==> config.mk <==
export PLATFORM = sky130hd
export DESIGN_NAME = rfs_smbus_target
export DESIGN_NICKNAME = d
export VERILOG_FILES = /design/src/rtl/rfs_pkg.sv /design/src/rtl/rfs_line_sync.sv /design/src/rtl/rfs_access_gate.sv /design/src/rtl/rfs_txn_ctrl.sv /design/src/rtl/rfs_smbus_target.sv
export SDC_FILE = /design/constraint.sdc
export NUM_CORES = 1
export LEC_CHECK = 0
export ABC_CLOCK_PERIOD_IN_PS = 2500
export BUFFER_PORTS_ARGS = -buffer_cell sky130_fd_sc_hd__buf_2
export CORE_ASPECT_RATIO = 0.5
export CORE_MARGIN = 2
export CORE_UTILIZATION = 55
export CTS_CLUSTER_DIAMETER = 100
export DETAILED_ROUTE_END_ITERATION = 10
export MAX_ROUTING_LAYER = met4
export PLACE_DENSITY = 0.8
export SETUP_SLACK_MARGIN = 0.4
export SYNTH_ARGS = -nofsm -noshare
export SYNTH_HDL_FRONTEND = slang
export SYNTH_SLANG_ARGS = --single-unit
==> constraint.sdc <==
create_clock -name clk -period 2.5 [get_ports clk]
set_input_delay 0.375 -clock clk [delete_from_list [all_inputs] [get_ports clk]]
set_output_delay 0.375 -clock clk [all_outputs]
set_load 0.01 [all_outputs]
==> src/rtl/rfs_pkg.sv <==
package rfs_pkg;
  // offset field width is fixed by the command byte layout
  localparam int OFF_W = 7;

  typedef enum logic [2:0] {
    RL_IDLE,
    RL_ADDR,
    RL_CMD,
    RL_CNT,
    RL_WDAT,
    RL_TX,
    RL_SKIP
  } role_e;
endpackage

==> src/rtl/rfs_line_sync.sv <==
module rfs_line_sync #(
  parameter int STAGES = 2
) (
  input  logic clk,
  input  logic rst_n,
  input  logic scl_raw,
  input  logic sda_raw,
  output logic scl_s,
  output logic sda_s,
  output logic scl_rise,
  output logic scl_fall,
  output logic start_det,
  output logic stop_det
);
  logic [1:0] raw;
  logic [1:0] s_now;
  logic [1:0] s_last;

  assign raw = {scl_raw, sda_raw};

  for (genvar g = 0; g < 2; g++) begin : g_line
    logic [STAGES-1:0] chain;
    always_ff @(posedge clk or negedge rst_n) begin
      if (!rst_n) chain <= '1;
      else        chain <= {chain[STAGES-2:0], raw[g]};
    end
    assign s_now[g] = chain[STAGES-1];
  end

  always_ff @(posedge clk or negedge rst_n) begin
    if (!rst_n) s_last <= '1;
    else        s_last <= s_now;
  end

  assign scl_s     = s_now[1];
  assign sda_s     = s_now[0];
  assign scl_rise  = s_now[1] & ~s_last[1];
  assign scl_fall  = ~s_now[1] & s_last[1];
  assign start_det = s_now[1] & s_last[1] & s_last[0] & ~s_now[0];
  assign stop_det  = s_now[1] & s_last[1] & ~s_last[0] & s_now[0];
endmodule

==> src/rtl/rfs_access_gate.sv <==
module rfs_access_gate #(
  parameter int                NUM_REGS = 18,
  parameter logic [NUM_REGS-1:0] RO_MASK = 18'h00102,
  parameter int                OFF_W    = 7
) (
  input  logic             clk,
  input  logic             rst_n,
  input  logic             wr_req,
  input  logic [OFF_W-1:0] wr_ptr,
  input  logic [7:0]       wr_byte,
  input  logic [OFF_W-1:0] rd_ptr,
  input  logic [7:0]       rd_raw,
  output logic             wr_stb,
  output logic [OFF_W-1:0] wr_off,
  output logic [7:0]       wr_data,
  output logic [OFF_W-1:0] rd_off,
  output logic [7:0]       rd_byte
);
  localparam logic [OFF_W-1:0] LAST = OFF_W'(NUM_REGS - 1);

  function automatic logic writable(input logic [OFF_W-1:0] o);
    logic ro;
    ro = 1'b0;
    for (int i = 0; i < NUM_REGS; i++)
      if (RO_MASK[i] && (o == OFF_W'(i))) ro = 1'b1;
    return (o <= LAST) && !ro;
  endfunction

  logic accept;
  assign accept = wr_req && writable(wr_ptr);

  always_ff @(posedge clk or negedge rst_n) begin
    if (!rst_n) begin
      wr_stb  <= 1'b0;
      wr_off  <= '0;
      wr_data <= '0;
    end else begin
      wr_stb <= accept;
      if (accept) begin
        wr_off  <= wr_ptr;
        wr_data <= wr_byte;
      end
    end
  end

  assign rd_off  = rd_ptr;
  assign rd_byte = (rd_ptr <= LAST) ? rd_raw : 8'h00;
endmodule

==> src/rtl/rfs_txn_ctrl.sv <==
module rfs_txn_ctrl
  import rfs_pkg::*;
#(
  parameter logic [6:0] DEV_ADDR = 7'h69,
  parameter int         NUM_REGS = 18
) (
  input  logic             clk,
  input  logic             rst_n,
  input  logic             scl_rise,
  input  logic             scl_fall,
  input  logic             sda_s,
  input  logic             start_det,
  input  logic             stop_det,
  input  logic [7:0]       rd_byte,
  output logic [OFF_W-1:0] ptr,
  output logic             wr_req,
  output logic [OFF_W-1:0] wr_ptr,
  output logic [7:0]       wr_byte,
  output logic             sda_low
);
  localparam logic [7:0] CNT_BYTE = 8'(NUM_REGS);

  role_e      role, nxt_role, target;
  logic [2:0] bc;
  logic       in_ack, ack_on, ack_pend, mack;
  logic [7:0] sh, txsh, rem;
  logic       blk, cmd_ok, cnt_first;
  logic [7:0] rx_byte, tx_src;
  logic       rx_role;

  assign rx_byte = {sh[6:0], sda_s};
  assign tx_src  = (blk && cnt_first) ? CNT_BYTE : rd_byte;
  assign rx_role = (role == RL_ADDR) || (role == RL_CMD) ||
                   (role == RL_CNT)  || (role == RL_WDAT);
  assign target  = (role == RL_TX) ? (mack ? RL_TX : RL_SKIP) : nxt_role;

  always_ff @(posedge clk or negedge rst_n) begin
    if (!rst_n) begin
      role <= RL_IDLE;  nxt_role <= RL_IDLE;
      bc <= '0;  in_ack <= 1'b0;  ack_on <= 1'b0;  ack_pend <= 1'b0;
      mack <= 1'b0;  sh <= '0;  txsh <= '0;  rem <= '0;
      blk <= 1'b0;  cmd_ok <= 1'b0;  cnt_first <= 1'b0;
      ptr <= '0;  wr_req <= 1'b0;  wr_ptr <= '0;  wr_byte <= '0;
      sda_low <= 1'b0;
    end else begin
      wr_req <= 1'b0;
      if (start_det) begin
        role <= RL_ADDR;  bc <= '0;  in_ack <= 1'b0;  ack_on <= 1'b0;
        sda_low <= 1'b0;
      end else if (stop_det) begin
        role <= RL_IDLE;  bc <= '0;  in_ack <= 1'b0;  ack_on <= 1'b0;
        sda_low <= 1'b0;  cmd_ok <= 1'b0;
      end else if (scl_rise && !in_ack && (rx_role || role == RL_TX)) begin
        bc <= bc + 3'd1;
        if (bc == 3'd7) begin
          in_ack <= 1'b1;
          ack_on <= 1'b0;
        end
        if (rx_role) begin
          sh <= rx_byte;
          if (bc == 3'd7) begin
            ack_pend <= 1'b1;
            unique case (role)
              RL_ADDR: begin
                if (rx_byte[7:1] != DEV_ADDR) begin
                  ack_pend <= 1'b0;
                  nxt_role <= RL_SKIP;
                end else if (rx_byte[0]) begin
                  nxt_role  <= RL_TX;
                  cnt_first <= blk;
                end else begin
                  nxt_role <= RL_CMD;
                  cmd_ok   <= 1'b0;
                end
              end
              RL_CMD: begin
                if (rx_byte[7]) begin
                  ptr <= rx_byte[6:0];  blk <= 1'b0;
                  cmd_ok <= 1'b1;  nxt_role <= RL_WDAT;
                end else if (rx_byte[6:0] == 7'd0) begin
                  ptr <= '0;  blk <= 1'b1;
                  cmd_ok <= 1'b1;  nxt_role <= RL_CNT;
                end else begin
                  ack_pend <= 1'b0;  cmd_ok <= 1'b0;
                  nxt_role <= RL_SKIP;
                end
              end
              RL_CNT: begin
                rem      <= rx_byte;
                nxt_role <= RL_WDAT;
              end
              default: begin
                if (!blk || rem != 8'd0) begin
                  wr_req  <= 1'b1;
                  wr_ptr  <= ptr;
                  wr_byte <= rx_byte;
                  ptr     <= ptr + 1'b1;
                  if (blk) rem <= rem - 8'd1;
                  nxt_role <= RL_WDAT;
                end else begin
                  ack_pend <= 1'b0;
                  nxt_role <= RL_SKIP;
                end
              end
            endcase
          end
        end
      end else if (scl_rise && in_ack && ack_on && role == RL_TX) begin
        mack <= !sda_s;
      end else if (scl_fall && in_ack) begin
        if (!ack_on) begin
          ack_on  <= 1'b1;
          sda_low <= (role != RL_TX) && ack_pend;
        end else begin
          in_ack <= 1'b0;
          ack_on <= 1'b0;
          bc     <= '0;
          role   <= target;
          if (target == RL_TX) begin
            txsh    <= tx_src;
            sda_low <= !tx_src[7];
            if (blk && cnt_first) cnt_first <= 1'b0;
            else                  ptr <= ptr + 1'b1;
          end else begin
            sda_low <= 1'b0;
          end
        end
      end else if (scl_fall && !in_ack && role == RL_TX && bc != 3'd0) begin
        txsh    <= {txsh[6:0], 1'b0};
        sda_low <= !txsh[6];
      end
    end
  end
endmodule

==> src/rtl/rfs_smbus_target.sv <==
module rfs_smbus_target
  import rfs_pkg::*;
#(
  parameter logic [6:0]          DEV_ADDR    = 7'h69,
  parameter int                  NUM_REGS    = 18,
  parameter logic [NUM_REGS-1:0] RO_MASK     = 18'h00102,
  parameter int                  SYNC_STAGES = 2
) (
  input  logic       clk,
  input  logic       rst_n,
  input  logic       scl_i,
  input  logic       sda_i,
  output logic       sda_pull_o,
  output logic       wr_stb_o,
  output logic [6:0] wr_off_o,
  output logic [7:0] wr_data_o,
  output logic [6:0] rd_off_o,
  input  logic [7:0] rd_data_i
);
  logic             scl_s, sda_s, scl_rise, scl_fall, start_det, stop_det;
  logic [OFF_W-1:0] ptr, wr_ptr;
  logic             wr_req;
  logic [7:0]       wr_byte, rd_byte;

  rfs_line_sync #(.STAGES(SYNC_STAGES)) sync_i (
    .clk(clk), .rst_n(rst_n), .scl_raw(scl_i), .sda_raw(sda_i),
    .scl_s(scl_s), .sda_s(sda_s), .scl_rise(scl_rise), .scl_fall(scl_fall),
    .start_det(start_det), .stop_det(stop_det)
  );

  rfs_txn_ctrl #(.DEV_ADDR(DEV_ADDR), .NUM_REGS(NUM_REGS)) ctrl_i (
    .clk(clk), .rst_n(rst_n), .scl_rise(scl_rise), .scl_fall(scl_fall),
    .sda_s(sda_s), .start_det(start_det), .stop_det(stop_det),
    .rd_byte(rd_byte), .ptr(ptr), .wr_req(wr_req), .wr_ptr(wr_ptr),
    .wr_byte(wr_byte), .sda_low(sda_pull_o)
  );

  rfs_access_gate #(.NUM_REGS(NUM_REGS), .RO_MASK(RO_MASK), .OFF_W(OFF_W)) gate_i (
    .clk(clk), .rst_n(rst_n), .wr_req(wr_req), .wr_ptr(wr_ptr),
    .wr_byte(wr_byte), .rd_ptr(ptr), .rd_raw(rd_data_i),
    .wr_stb(wr_stb_o), .wr_off(wr_off_o), .wr_data(wr_data_o),
    .rd_off(rd_off_o), .rd_byte(rd_byte)
  );
endmodule

==> summary.md <==
| Metric | Value |
|---|---|
| Status | `completed` |
| Internal power | `2.21 mW` |
| Initial DRT Pass Iterations | `5` |
| Inserted Clock Buffers | `9` |
| CTS Buffer Depth | `2` |
| Post-Layout Inst Area | `5070 µm²` |
| Largest net degree at the start of global routing | `47` |
| Max-slew violations | `0` |
| DR vias | `3349` |
| Peak VDD IR | `0.000335 V` |
| Leak | `2.52 nW` |
| H-tree depth | `3` |
| Syn_area_per_cell | `10.7 µm²` |
| Die width | `127 µm` |
| Area contributors post-synth | `dfrtp_1 (46%), mux2_2 (10%), dfstp_2 (3.8%)` |
| #FFs+latches synth | `83` |
| Clk pin slew, worst setup/hold paths | `0.06 ns` |
| Type of origin of the critical path | `register` |
| Die span in y | `65.5 µm` |
| Comb pwr share | `0.040` |
| Max Freq | `0.469 GHz` |
| Synth Instances | `389` |
| GPL Wtd Cong | `0.931` |
| Layout cell share with drive strength beyond 1 | `0.350` |
| Hold/Removal Path Class | `input pin to async pin` |
| CTS tree | `yes` |
| CP Max Fanout | `8` |
| IO Pins | `36` |
| EDFF count, synth | `0` |
| YS warnings | `0` |
| DRC | `0` |
| Sw Ratio | `0.222` |
| Asr flop ratio synth | `1.00` |
| Vias in the first global route | `3120` |
| Overall routing resource usage | `0.262` |
| Synth top area share | `0.464` |
| NetSw | `0.629 mW` |
| Synth unique cells | `67` |
| Port bufs | `35` |
| Grt total ovfl | `0` |
| Worst Tran Pin Value | `0.676 ns` |
| Max-cap viol count | `0` |
| Reg power frac | `0.494` |
| Routed WL | `9970 µm` |
| Initial core utilization | `0.568` |
| Most used DFF post-synth | `dfrtp_1` |
| RSZ-0062 raised after global routing | `yes` |
| Clock root cell | `clkbuf_16` |
| Clock Skew | `0.00740 ns` |
| Data arrival, critical path | `2.35 ns` |
| CP Class | `register to register` |
| Post-layout min period | `2.13 ns` |
| Skew-Pair Late Insertion Delay | `0.34 ns` |
| Clk pwr share | `0.466` |
| Most common cell after layout, fill and taps aside | `dfrtp_1` |
| DPL Wire Length | `6010 µm` |
| Routed len/inst | `18.1 µm` |
| First-pass GRT wire length | `16100 µm` |
| Worst Path Required | `2.72 ns` |
| Core ar. | `7320 µm²` |
| Post-layout util | `0.693` |
| Most frequent cells in the layout | `dfrtp_1 (74), buf_2 (34), nand2_1 (30)` |
| PwrDens | `560 nW/µm²` |
| Final hold violations | `0` |
| Yosys top cell by area | `dfrtp_1` |
| Vias/cell | `6.09` |
| Synth-to-layout area growth | `22.0%` |
| Design Power | `2.84 mW` |
| Post-placement cell area | `4460 µm²` |
| Iteration-0 DRC Markers | `370` |
| Antenna cells | `0` |
| Post-synthesis net count | `408` |
| Hold Slack | `0.0288 ns` |
| Period utilisation layout | `0.854` |
| Mapped cell area | `4160 µm²` |
| Clock sink count | `83` |
| Routed Antenna Nets | `0` |
| # nets final | `468` |
| Sequential share of the synthesized area | `0.502` |
| Die area | `8310 µm²` |
| Final setup viols | `0` |
| Setup TNS | `0 ns` |
| Cell Rows | `22` |
| Crit end category | `register` |
| Slew headroom | `0.549` |
| # hold bufs at CTS | `0` |
| Initial antenna violation count | `0` |
==> per-layer routing <==
| layer | vias up | track usage | wire length, µm | part of all wire |
|---|---|---|---|---|
| met1 | 1598 | 0.370 | 4620 | 0.46 |
| met4 | 0 | 0.106 | 272 | 0.027 |
| li1 | 1558 | - | - | - |
| met3 | 33 | 0.0611 | 772 | 0.077 |
| met2 | 160 | 0.368 | 4300 | 0.43 |
| met5 | - | - | 0 | 0 |
==> registers in the layout, summed over array words and instances (netlist names) <==
signal and cells:
gate_i.wr_data 8, gate_i.wr_off 7, ctrl_i.ptr 7, sync_i.s_last 2, ctrl_i.wr_req 1, ctrl_i.rem 8
gate_i.wr_stb 1, ctrl_i.cnt_first 1, ctrl_i.wr_byte 8, ctrl_i.bc 3, ctrl_i.wr_ptr 7, ctrl_i.ack_pend 1
ctrl_i.sda_low 1, ctrl_i.role 3, ctrl_i.in_ack 1, ctrl_i.txsh 7, ctrl_i.sh 7, ctrl_i.nxt_role 3
ctrl_i.mack 1, ctrl_i.ack_on 1, ctrl_i.blk 1, sync_i.g_line.chain 4
==> worst max-delay path: stages (launching register included) <==
cell      delay [ns]
dfrtp_1         0.38
inv_2           0.06
ha_1            0.13
or4b_4          0.49
or3_4           0.40
nand3b_4        0.21
mux2_4          0.34
==> cell usage after synthesis (2+ instances only) <==
cell and instances:
nand2_1 30, o21ba_2 2, nor4_1 3, and3_1 6, a32oi_1 2, o2bb2ai_2 2, nand2b_1 3, a31oi_1 6
nand3_1 7, a21oi_1 22, mux2i_1 3, and2_1 3, a41oi_1 8, o21ai_0 27, nand3b_1 4, dfstp_2 6
nand4b_1 2, nor2b_1 2, nor2_1 28, nand4_1 3, or2_2 3, o22ai_1 2, ha_1 7, buf_2 6
clkbuf_1 11, a211oi_1 3, inv_1 16, mux2_2 37, or3_1 6, a22o_1 2, dfrtp_1 77, o31ai_1 4
nor3_1 7, a22oi_1 6
==> power by group through the flow <==
stage          Clock (mW)  Sequential (mW)  Combinational [mW]
5_1_grt              1.42             1.40               0.131
6_report             1.32             1.40               0.113
2_1_floorplan           0             1.40              0.0593
4_1_cts              1.35             1.40               0.105
3_3_place_gp            0             1.42              0.0992
3_5_place_dp            0             1.42               0.102
==> cells by family (layout without fill, tap and decap cells) <==
family                   count (synthesis)  after routing  share of synthesized area
AO/OA/AOI/OAI                          103            103                      0.169
flip-flops                              83             83                      0.502
adder cells (fa/ha/maj)                  7              7                     0.0211
buffers and inverters                   35             98                     0.0361
multiplexers                            41             41                      0.111
XOR/XNOR                                 1              1                    0.00211
AND/OR/NAND/NOR                        119            121                      0.159
==> metrics by stage <==
step                instances  setup slack, ns
floorplan                 389            0.377
finish                    550            0.366
CTS                       536            0.354
global placement          511            0.343
detailed placement        511            0.293
global route              550            0.318
==> layout make-up <==
type,count,area (µm²)
well taps,96,120
clock buffers,10,239
clock inverters,6,65.1
fillers,519,2250
inverters,16,60.1
repair buffers,66,434
multi-input cells,273,2070
flip-flops and latches,83,2090
==> final timing paths <==
path                                                 from                        end  cells after the start  slack, ns
worst max-delay path                        ctrl_i.rem[0]          ctrl_i.wr_byte[7]                      6       0.37
worst min-delay path                                rst_n          gate_i.wr_data[5]                      1       0.03
worst max register to register              ctrl_i.rem[0]          ctrl_i.wr_byte[7]                      6       0.37
worst min register to register  sync_i.g_line[0].chain[0]  sync_i.g_line[0].chain[1]                      0       0.36
max in group asynchronous                           rst_n             ctrl_i.txsh[0]                      2       1.87
min in group clk                                    sda_i  sync_i.g_line[0].chain[0]                      1       0.13
==> timing repair <==
item	CTS	global route
pin swaps	2	5
resized for setup	18	18
setup endpoints to repair	29	46
setup buffers	7	14
gates cloned	2	0
No activity file was read; power rests on OpenSTA's default activity.
